--- config.mk ---
export PLATFORM = sky130hd
export DESIGN_NAME = sprite_line_eval
export DESIGN_NICKNAME = d
export VERILOG_FILES = /design/src/rtl/sprite_eval_pkg.sv /design/src/rtl/sprite_row_match.sv /design/src/rtl/sprite_scan_ctrl.sv /design/src/rtl/sprite_slot_bank.sv /design/src/rtl/sprite_line_eval.sv
export SDC_FILE = /design/constraint.sdc
export NUM_CORES = 1
export LEC_CHECK = 0
export BUFFER_PORTS_ARGS = -buffer_cell sky130_fd_sc_hd__buf_4
export CAP_MARGIN = 10
export CORE_AREA = 2 2 180 182
export DETAILED_ROUTE_END_ITERATION = 6
export DIE_AREA = 0 0 182 184
export HOLD_SLACK_MARGIN = 0.08
export PLACE_DENSITY = 0.79
export SETUP_SLACK_MARGIN = 0.5
export SYNTH_ARGS = -nofsm -noshare
export SYNTH_HDL_FRONTEND = slang
export SYNTH_SLANG_ARGS = --single-unit
--- constraint.sdc ---
create_clock -name clk -period 5.1 [get_ports clk]
set_input_delay 0.765 -clock clk [delete_from_list [all_inputs] [get_ports clk]]
set_output_delay 0.765 -clock clk [all_outputs]
set_load 0.02 [all_outputs]
--- src/rtl/sprite_eval_pkg.sv ---
package sprite_eval_pkg;

    localparam int BYTE_W    = 8;
    localparam int ROW_W     = 3;
    localparam int FLAG_W    = 5;

    // Byte lanes of a table word
    localparam int CHAR_LSB  = 0;
    localparam int ATTR_LSB  = 8;
    localparam int XPOS_LSB  = 16;
    localparam int YPOS_LSB  = 24;

    // Attribute bit positions
    localparam int VFLIP_BIT = 6;
    localparam int HFLIP_BIT = 5;
    localparam int SHIFT_BIT = 4;
    localparam int PAL_BIT   = 3;
    localparam int PRIO_BIT  = 2;
    localparam int SCALE_BIT = 1;

    typedef struct packed {
        logic [BYTE_W-1:0] chr;
        logic [ROW_W-1:0]  row;
        logic [BYTE_W-1:0] xpos;
        logic [FLAG_W-1:0] flags;
    } slot_t;

endpackage

--- src/rtl/sprite_row_match.sv ---
module sprite_row_match
    import sprite_eval_pkg::*;
(
    input  logic [7:0]  line_num,
    input  logic        tall_mode,
    input  logic [31:0] entry,
    output logic        hit,
    output slot_t       slot
);

    logic [8:0] diff;
    logic [3:0] rel_row;
    logic [3:0] eff_row;
    logic [7:0] top_y;
    logic [7:0] attr;

    always_comb begin
        top_y   = entry[YPOS_LSB +: BYTE_W];
        attr    = entry[ATTR_LSB +: BYTE_W];
        diff    = {1'b0, line_num} - {1'b0, top_y};
        // Non-negative and below the sprite height; no wrap
        hit     = !diff[8] && (diff[7:4] == 4'd0) && (tall_mode || !diff[3]);
        rel_row = diff[3:0];
        if (attr[VFLIP_BIT]) begin
            eff_row = {tall_mode & ~rel_row[3], ~rel_row[2:0]};
        end else begin
            eff_row = rel_row;
        end
        slot.chr   = entry[CHAR_LSB +: BYTE_W] + {7'd0, eff_row[3]};
        slot.row   = eff_row[2:0];
        slot.xpos  = entry[XPOS_LSB +: BYTE_W];
        slot.flags = {attr[HFLIP_BIT], attr[SHIFT_BIT], attr[PAL_BIT],
                      attr[PRIO_BIT], attr[SCALE_BIT]};
    end

endmodule

--- src/rtl/sprite_scan_ctrl.sv ---
module sprite_scan_ctrl #(
    parameter int NUM_SPRITES = 128,
    parameter int IDX_W       = $clog2(NUM_SPRITES)
) (
    input  logic             clk,
    input  logic             rst_n,
    input  logic             line_start,
    input  logic [7:0]       line_num,
    input  logic             tall_mode,
    input  logic             stop,
    output logic             rd_en,
    output logic [IDX_W-1:0] rd_addr,
    output logic             pend,
    output logic [7:0]       cur_line,
    output logic             cur_tall,
    output logic             busy,
    output logic             done
);

    localparam logic [IDX_W-1:0] LAST_IDX = IDX_W'(NUM_SPRITES - 1);

    typedef struct packed {
        logic             issuing;
        logic             pend;
        logic             pend_last;
        logic [IDX_W-1:0] idx;
        logic [7:0]       line;
        logic             tall;
        logic             done;
    } ctrl_t;

    ctrl_t st_d, st_q;
    logic  issue;

    always_comb begin
        issue          = st_q.issuing && !stop;
        st_d           = st_q;
        st_d.done      = 1'b0;
        st_d.pend      = issue;
        st_d.pend_last = issue && (st_q.idx == LAST_IDX);
        if (issue) begin
            st_d.idx = st_q.idx + 1'b1;
            if (st_q.idx == LAST_IDX) begin
                st_d.issuing = 1'b0;
            end
        end
        if (stop && (st_q.issuing || st_q.pend)) begin
            st_d.issuing   = 1'b0;
            st_d.pend      = 1'b0;
            st_d.pend_last = 1'b0;
            st_d.done      = 1'b1;
        end else if (st_q.pend && st_q.pend_last) begin
            st_d.done = 1'b1;
        end
        if (line_start) begin
            st_d.issuing   = 1'b1;
            st_d.pend      = 1'b0;
            st_d.pend_last = 1'b0;
            st_d.idx       = '0;
            st_d.line      = line_num;
            st_d.tall      = tall_mode;
            st_d.done      = 1'b0;
        end
    end

    always_ff @(posedge clk) begin
        if (!rst_n) begin
            st_q <= '0;
        end else begin
            st_q <= st_d;
        end
    end

    assign rd_en    = issue;
    assign rd_addr  = st_q.idx;
    assign pend     = st_q.pend;
    assign cur_line = st_q.line;
    assign cur_tall = st_q.tall;
    assign busy     = st_q.issuing || st_q.pend;
    assign done     = st_q.done;

    // successive reads step one entry at a time
    assert_reads_ascend_R9: assert property (@(posedge clk) disable iff (!rst_n)
        (rd_en && $past(rd_en) && !$past(line_start)) |-> (rd_addr == $past(rd_addr) + 1'b1));

    // completion is a single-cycle pulse
    assert_done_pulse_R9: assert property (@(posedge clk) disable iff (!rst_n)
        done |=> !done);

endmodule

--- src/rtl/sprite_slot_bank.sv ---
module sprite_slot_bank
    import sprite_eval_pkg::*;
#(
    parameter int NUM_SLOTS = 16,
    parameter int CNT_W     = $clog2(NUM_SLOTS + 1)
) (
    input  logic                 clk,
    input  logic                 rst_n,
    input  logic                 clear,
    input  logic                 wr_en,
    input  slot_t                wr_slot,
    output slot_t [NUM_SLOTS-1:0] slots,
    output logic [NUM_SLOTS-1:0] valid,
    output logic [CNT_W-1:0]     count,
    output logic                 overflow
);

    typedef struct packed {
        slot_t [NUM_SLOTS-1:0] slots;
        logic [NUM_SLOTS-1:0]  valid;
        logic [CNT_W-1:0]      count;
        logic                  ovf;
    } bank_t;

    bank_t bk_d, bk_q;

    always_comb begin
        bk_d = bk_q;
        if (clear) begin
            bk_d = '0;
        end else if (wr_en && !bk_q.ovf) begin
            if (bk_q.count < CNT_W'(NUM_SLOTS)) begin
                for (int i = 0; i < NUM_SLOTS; i++) begin
                    if (bk_q.count == CNT_W'(i)) begin
                        bk_d.slots[i] = wr_slot;
                        bk_d.valid[i] = 1'b1;
                    end
                end
                bk_d.count = bk_q.count + 1'b1;
            end else begin
                bk_d.ovf = 1'b1;
            end
        end
    end

    always_ff @(posedge clk) begin
        if (!rst_n) begin
            bk_q <= '0;
        end else begin
            bk_q <= bk_d;
        end
    end

    assign slots    = bk_q.slots;
    assign valid    = bk_q.valid;
    assign count    = bk_q.count;
    assign overflow = bk_q.ovf;

    // overflow only once every slot is taken
    assert_overflow_full_R8: assert property (@(posedge clk) disable iff (!rst_n)
        overflow |-> (count == CNT_W'(NUM_SLOTS)));

    // a new line empties the list
    assert_clear_on_start_R10: assert property (@(posedge clk) disable iff (!rst_n)
        clear |=> (valid == '0 && count == '0 && !overflow));

    // the count only shrinks through a clear
    assert_count_monotonic_R7: assert property (@(posedge clk) disable iff (!rst_n)
        (count < $past(count)) |-> $past(clear));

endmodule

--- src/rtl/sprite_line_eval.sv ---
module sprite_line_eval
    import sprite_eval_pkg::*;
#(
    parameter int NUM_SPRITES = 128,
    parameter int NUM_SLOTS   = 16,
    localparam int IDX_W      = $clog2(NUM_SPRITES),
    localparam int CNT_W      = $clog2(NUM_SLOTS + 1)
) (
    input  logic                          clk,
    input  logic                          rst_n,
    input  logic                          line_start,
    input  logic [7:0]                    line_num,
    input  logic                          tall_mode,
    output logic                          sat_rd_en,
    output logic [IDX_W-1:0]              sat_rd_addr,
    input  logic [31:0]                   sat_rd_data,
    output logic                          eval_busy,
    output logic                          eval_done,
    output logic [NUM_SLOTS-1:0]          slot_valid,
    output logic [NUM_SLOTS*BYTE_W-1:0]   slot_char,
    output logic [NUM_SLOTS*ROW_W-1:0]    slot_row,
    output logic [NUM_SLOTS*BYTE_W-1:0]   slot_x,
    output logic [NUM_SLOTS*FLAG_W-1:0]   slot_flags,
    output logic [CNT_W-1:0]              slot_count,
    output logic                          line_overflow
);

    logic                  pend;
    logic [7:0]            cur_line;
    logic                  cur_tall;
    logic                  hit;
    slot_t                 hit_slot;
    slot_t [NUM_SLOTS-1:0] slots;

    sprite_scan_ctrl #(
        .NUM_SPRITES (NUM_SPRITES),
        .IDX_W       (IDX_W)
    ) ctrl_i (
        .clk        (clk),
        .rst_n      (rst_n),
        .line_start (line_start),
        .line_num   (line_num),
        .tall_mode  (tall_mode),
        .stop       (line_overflow),
        .rd_en      (sat_rd_en),
        .rd_addr    (sat_rd_addr),
        .pend       (pend),
        .cur_line   (cur_line),
        .cur_tall   (cur_tall),
        .busy       (eval_busy),
        .done       (eval_done)
    );

    sprite_row_match match_i (
        .line_num  (cur_line),
        .tall_mode (cur_tall),
        .entry     (sat_rd_data),
        .hit       (hit),
        .slot      (hit_slot)
    );

    sprite_slot_bank #(
        .NUM_SLOTS (NUM_SLOTS),
        .CNT_W     (CNT_W)
    ) bank_i (
        .clk      (clk),
        .rst_n    (rst_n),
        .clear    (line_start),
        .wr_en    (pend && hit),
        .wr_slot  (hit_slot),
        .slots    (slots),
        .valid    (slot_valid),
        .count    (slot_count),
        .overflow (line_overflow)
    );

    for (genvar g = 0; g < NUM_SLOTS; g++) begin : g_flat
        assign slot_char[g*BYTE_W +: BYTE_W]  = slots[g].chr;
        assign slot_row[g*ROW_W +: ROW_W]     = slots[g].row;
        assign slot_x[g*BYTE_W +: BYTE_W]     = slots[g].xpos;
        assign slot_flags[g*FLAG_W +: FLAG_W] = slots[g].flags;
    end

    // no table traffic once the line has overflowed
    assert_no_read_after_overflow_R8: assert property (@(posedge clk) disable iff (!rst_n)
        line_overflow |-> !sat_rd_en);

endmodule

== Word-level counts from Yosys, hierarchy flattened ==
Cells that the tools add are included.
Word-level totals
  bits in registers: 426
  logic and storage cells: 161
Cells by class
  add/sub/neg operators: 4
  order comparisons: 1
  equality and inequality tests: 16
  muxes and demuxes: 8
  bitwise logic cells: 5
  reductions and logical operators: 38
Operators by type and width (count)
  $reduce_and 3->1: 16
  $eq 5x4->1 const B: 8
  $eq 5x3->1 const B: 4
  $mux 20: 1
  $eq 5x2->1 const B: 2
  $sub 8x8->9: 1
  $add 8x1->8: 1
  $logic_and 1x1->1: 8
  $add 7x1->7 const B: 1
  $eq 7x7->1 const B: 1
  $mux 7: 1
  $reduce_and 2->1: 3
  $reduce_bool 3->1: 2
  $add 5x1->5 const B: 1
  $eq 5x1->1 const B: 1
  $logic_not 5->1: 1
  $lt 5x5->1 const B: 1
  $logic_not 4->1: 1
  $mux 1: 4
  $mux 4: 1
  $logic_not 1->1: 3
  $mux 3: 1
  $not 1->1: 3
  $not 3->3: 1
  other kinds (4): 5

== Longest topological paths before layout ==
  depth after elaboration: 7
  gate-level depth with buffers: 14

== Cells and area by module ==
A second synthesis with hierarchy kept.
Unflattened totals
  cell total of the unflattened synthesis: 1599
  area total of the unflattened synthesis: 15989.1 um^2
Modules (own cells, without submodules)
  sprite_slot_bank: times used 1, cells each 1416, area an instance 14445.1 um^2, sequential area each 8127.8 um^2
  sprite_scan_ctrl: times used 1, cells each 96, area an instance 893.4 um^2, sequential area each 400.4 um^2
  sprite_row_match: times used 1, cells each 86, area an instance 644.4 um^2, sequential area each 0.0 um^2
  sprite_line_eval: times used 1, cells each 1, area an instance 6.3 um^2, sequential area each 0.0 um^2

== Least setup slack after synthesis ==
Ideal clock, no wire load.
  path kind: input -> register
  start: input sat_rd_data[24]
  end: register bank_i.bk_q (netlist bit bank_i.slots[336])
  arrival: 3069 ps
  data required time: 4974 ps
  path slack: 1905 ps
  cell stages on the path: 12
  path buffers: 3
  cell sequence: ha_1 -> fa_1 -> nor2b_1 -> o2111a_1 -> o211ai_1 -> clkbuf_1 -> a2111oi_0 -> nand4_1 -> buf_2 -> clkbuf_1 -> nand3_1 -> o21ai_0
On the way
  cells in the longest elaborated chain, start to end: 7
Ends and longest elaborated chain
  start: declaration: RTL line sprite_line_eval.sv:16  | input logic [31:0] sat_rd_data,
  $sub 8x8->9 (*): RTL line sprite_row_match.sv:20  | diff = {1'b0, line_num} - {1'b0, top_y};
  $logic_not 4->1 or $logic_not 1->1 (tied branches): RTL line sprite_row_match.sv:22  | hit = !diff[8] && (diff[7:4] == 4'd0) && (tall_mode || !diff[3]);
  $logic_and 1x1->1 or $logic_or 1x1->1 (tied branches): RTL line sprite_row_match.sv:22
  $logic_and 1x1->1 (*): RTL line sprite_row_match.sv:22
  $logic_and 1x1->1 (*): RTL line sprite_line_eval.sv:69  | .wr_en (pend && hit),
  $logic_and 1x1->1 (*): RTL line sprite_slot_bank.sv:31  | end else if (wr_en && !bk_q.ovf) begin
  $reduce_and 3->1 (no line) (*)
  end signal: assignment: RTL line sprite_slot_bank.sv:50  | bk_q <= bk_d;
  end: declaration: RTL line sprite_slot_bank.sv:25  | bank_t bk_d, bk_q;
Every way passes the cells marked *; elsewhere a longest branch is shown, timed or not.
A chain may end at the register's enable or synchronous reset.

== Final worst setup path ==
  start: register ctrl_i.st_q (netlist bit ctrl_i.cur_line[0])
  end: register bank_i.bk_q (netlist bit bank_i.slots[365])
On the way
  cells in the longest elaborated chain, start to end: 7
Ends and longest elaborated chain
  start: declaration: RTL line sprite_scan_ctrl.sv:32  | ctrl_t st_d, st_q;
  start signal: assignment: RTL line sprite_scan_ctrl.sv:70  | st_q <= st_d;
  $sub 8x8->9 (*): RTL line sprite_row_match.sv:20
  $logic_not 4->1 or $logic_not 1->1 (tied branches): RTL line sprite_row_match.sv:22
  $logic_and 1x1->1 or $logic_or 1x1->1 (tied branches): RTL line sprite_row_match.sv:22
  $logic_and 1x1->1 (*): RTL line sprite_row_match.sv:22
  $logic_and 1x1->1 (*): RTL line sprite_line_eval.sv:69
  $logic_and 1x1->1 (*): RTL line sprite_slot_bank.sv:31
  $reduce_and 3->1 (no line) (*)
Marks and branches as above.

==> run metrics <==
Die X roughly 180 um; crit path capture type flip-flop; WL per Instance 21.2 um; setup bufs post-CTS 0; crit share post-route 0.727; Layout Nets approximately 2.0k; hold_sp bank_i.valid[12]$_SDFFE_PP0P_; slew margin rel. 0.216; DRT Wirelength 51,100 um; Post-synth ARST share 0; Routed Antenna Nets 0; DR vias/cell 5.63; Synth top area share 0.563; Port Buffer Count 457; area of the die 0.0335 mm2; vias in the first global route 12.8k; post-cts resize count 0; type of the most critical hold path reg2reg; Synth area leaders dfxtp_1 56%, nand3_1 9.2%, o21ai_0 9.0%; Final Hold Slack between 0.4 and 0.5 ns; Peak Freq 270 MHz; CTS max path bufs 3; synthesis warning total 0; Max Cap Violations 0; Post-CTS Hold Buffers 0; largest net degree at the start of global routing 212; Final TNS setup 0 ns; GR Util All Layers 0.294; H-tree levels 2; Final GP Congestion 0.833; Die Y-Extent 184 um; CTS tree built; Starting Density 0.483; Top Ports 460; RSZ-0062 raised after global routing false; crit path launch ctrl_i.cur_line[0]$_SDFFE_PN0P_; Clock Latency Late Sink ~0.53 ns; worst clock skew 0.0208 ns; routed vias around 14k; Syn Area/Cell around 9.4 um2; grt total ovfl 0; Post-synth EDFFs 0; clock root buffer clkbuf_16; Peak VDD IR 0.000267 V; Worst-Margin Slew 1.17 ns; drt first pass iters 5; static leakage power 9.00 nW; largest area contributor in the netlist dfxtp_1; number of synthesized register bits around 430; post-route minimum period 3.71 ns; top_reg_cell synth dfxtp_1; Critical Path RT 5.53 ns; sequential area share after synthesis 0.563; 1st-iter DRT viols between 800 and 900; clock-pin slew on the worst setup and hold paths 0.06 ns; critical path class reg2reg; Pwr per Cell Area 337 mW/mm2; top cells by count, synth 426 x dfxtp_1, 278 x nand3_1, 271 x o21ai_0; library cells used by synthesis 44; count leader, synth dfxtp_1; status finished clean; first-pass GRT wire length between 70,000 and 80,000 um; Hold Fails Final Rpt 0; Core ar. between 0.03 and 0.04 mm2; Rows 65; Worst EP arrival 4.14 ns; Area growth, synth to finish 31.9%; antenna violations before repair 1; endpoints failing setup 0; layout cells sized above 1 0.278; Post-Syn Instances 1,605; worst r2r src ctrl_i.cur_line[0]$_SDFFE_PN0P_; DRC Markers 0; CTS Buf Count 43; clock tree sinks 426; Final Max Slew Viols 0; Worst setup SP type flip-flop; CP max FO 24; placed wire-length estimate 33,700 um; Netlist Area Pre-Place between 0.015 and 0.02 mm2; Mapped Nets 1,667
==> registers in the layout, indices dropped and copies added, names as in the netlist <==
signal / cells
ctrl_i.cur_tall: 1
bank_i.valid: 16
bank_i.overflow: 1
bank_i.count: 5
ctrl_i.pend: 1
bank_i.slots: 384
ctrl_i.st_q: 2
ctrl_i.rd_addr: 7
ctrl_i.done: 1
ctrl_i.cur_line: 8
==> worst max-delay path, cell delays in order (launching register included) <==
cell and delay (ns):
dfxtp_1 0.35, inv_1 0.07, ha_1 0.20, fa_1 0.40, nor2b_1 0.18, o2111a_1 0.25
o211ai_1 0.34, nand2_1 0.23, and4_1 0.56, nand2_2 0.63, mux2i_1 0.37
==> metrics by stage <==
| stage | cell area [um2] | setup WS (ns) | utilization | power, mW | std cells |
|---|---|---|---|---|---|
| global placement | 18600 | 1.01 | 0.592 | 3.67 | 2333 |
| floorplan | 15100 | 1.91 | - | 3.56 | 1605 |
| detailed placement | 18600 | 0.914 | 0.592 | 3.67 | 2333 |
| global route | 20000 | 1.11 | 0.637 | 6.92 | 2406 |
| CTS | 20000 | 1.40 | 0.637 | 6.76 | 2406 |
| finish | 20000 | 1.39 | 0.637 | 6.73 | 2407 |
==> layout by cell type (no fill, tap or decap), drive strengths merged, types with 2 or more instances in the layout <==
cell type,synthesis,routed
nand3,286,286
a2111oi,3,3
xnor2,10,10
mux2i,131,131
and3,4,4
ha,17,17
nand2,161,161
nand4,14,14
o21ai,271,271
a21oi,38,38
inv,30,31
a21o,2,2
clkbuf,104,61
buf,46,476
or3,2,2
clkinv,0,7
o21a,2,2
and2,2,2
xor2,6,6
nor2b,18,18
bufinv,0,3
nor2,16,16
dfxtp,426,426
==> area by class of cell <==
class                      instances  area [um2]
clock inverter                    12         145
clock buffer                      61        1250
inverter                          30         113
timing repair buffer             476        3600
antenna                            1        2.50
multi-input combinational        999        5850
sequential                       426        8530
tap                              402         503
fill                            2484       11400
==> routing by layer <==
metal  up-vias  wire length (um)  global-route usage
li1       6274                 -                   -
met1      6457             19800               0.349
met2       655             23800               0.491
met3       161              4720              0.0771
met4         0              2820               0.151
met5         -                 0                   0
==> kinds of logic (layout without fill, tap and decap cells) <==
family	after synthesis	in the layout	share of synthesized area
other cells	0	1	0
flops	426	426	0.563
compound gates	324	324	0.111
buf+inv	180	579	0.0519
fa+ha+maj	18	18	0.0154
simple gates	510	510	0.163
xor+xnor	16	16	0.00925
mux	131	131	0.0866
==> power breakdown <==
group          leakage [nW]  internal, mW  switching [mW]
logic                  4.88        0.0688           0.199
registers              3.43          3.33         0.00399
clock network         0.692          1.86            1.27
total                  9.00          5.26            1.48
==> worst paths after layout <==
kind	endpoint	slack, ns	depth (start not counted)
worst max-delay path	bank_i.slots[365]$_SDFFE_PP0P_	1.39	10
worst min-delay path	bank_i.valid[12]$_SDFFE_PP0P_	0.45	2
worst max register to register	bank_i.slots[365]$_SDFFE_PP0P_	1.39	10
worst min register to register	bank_i.valid[12]$_SDFFE_PP0P_	0.45	2
(Power assumes the default switching activity.)
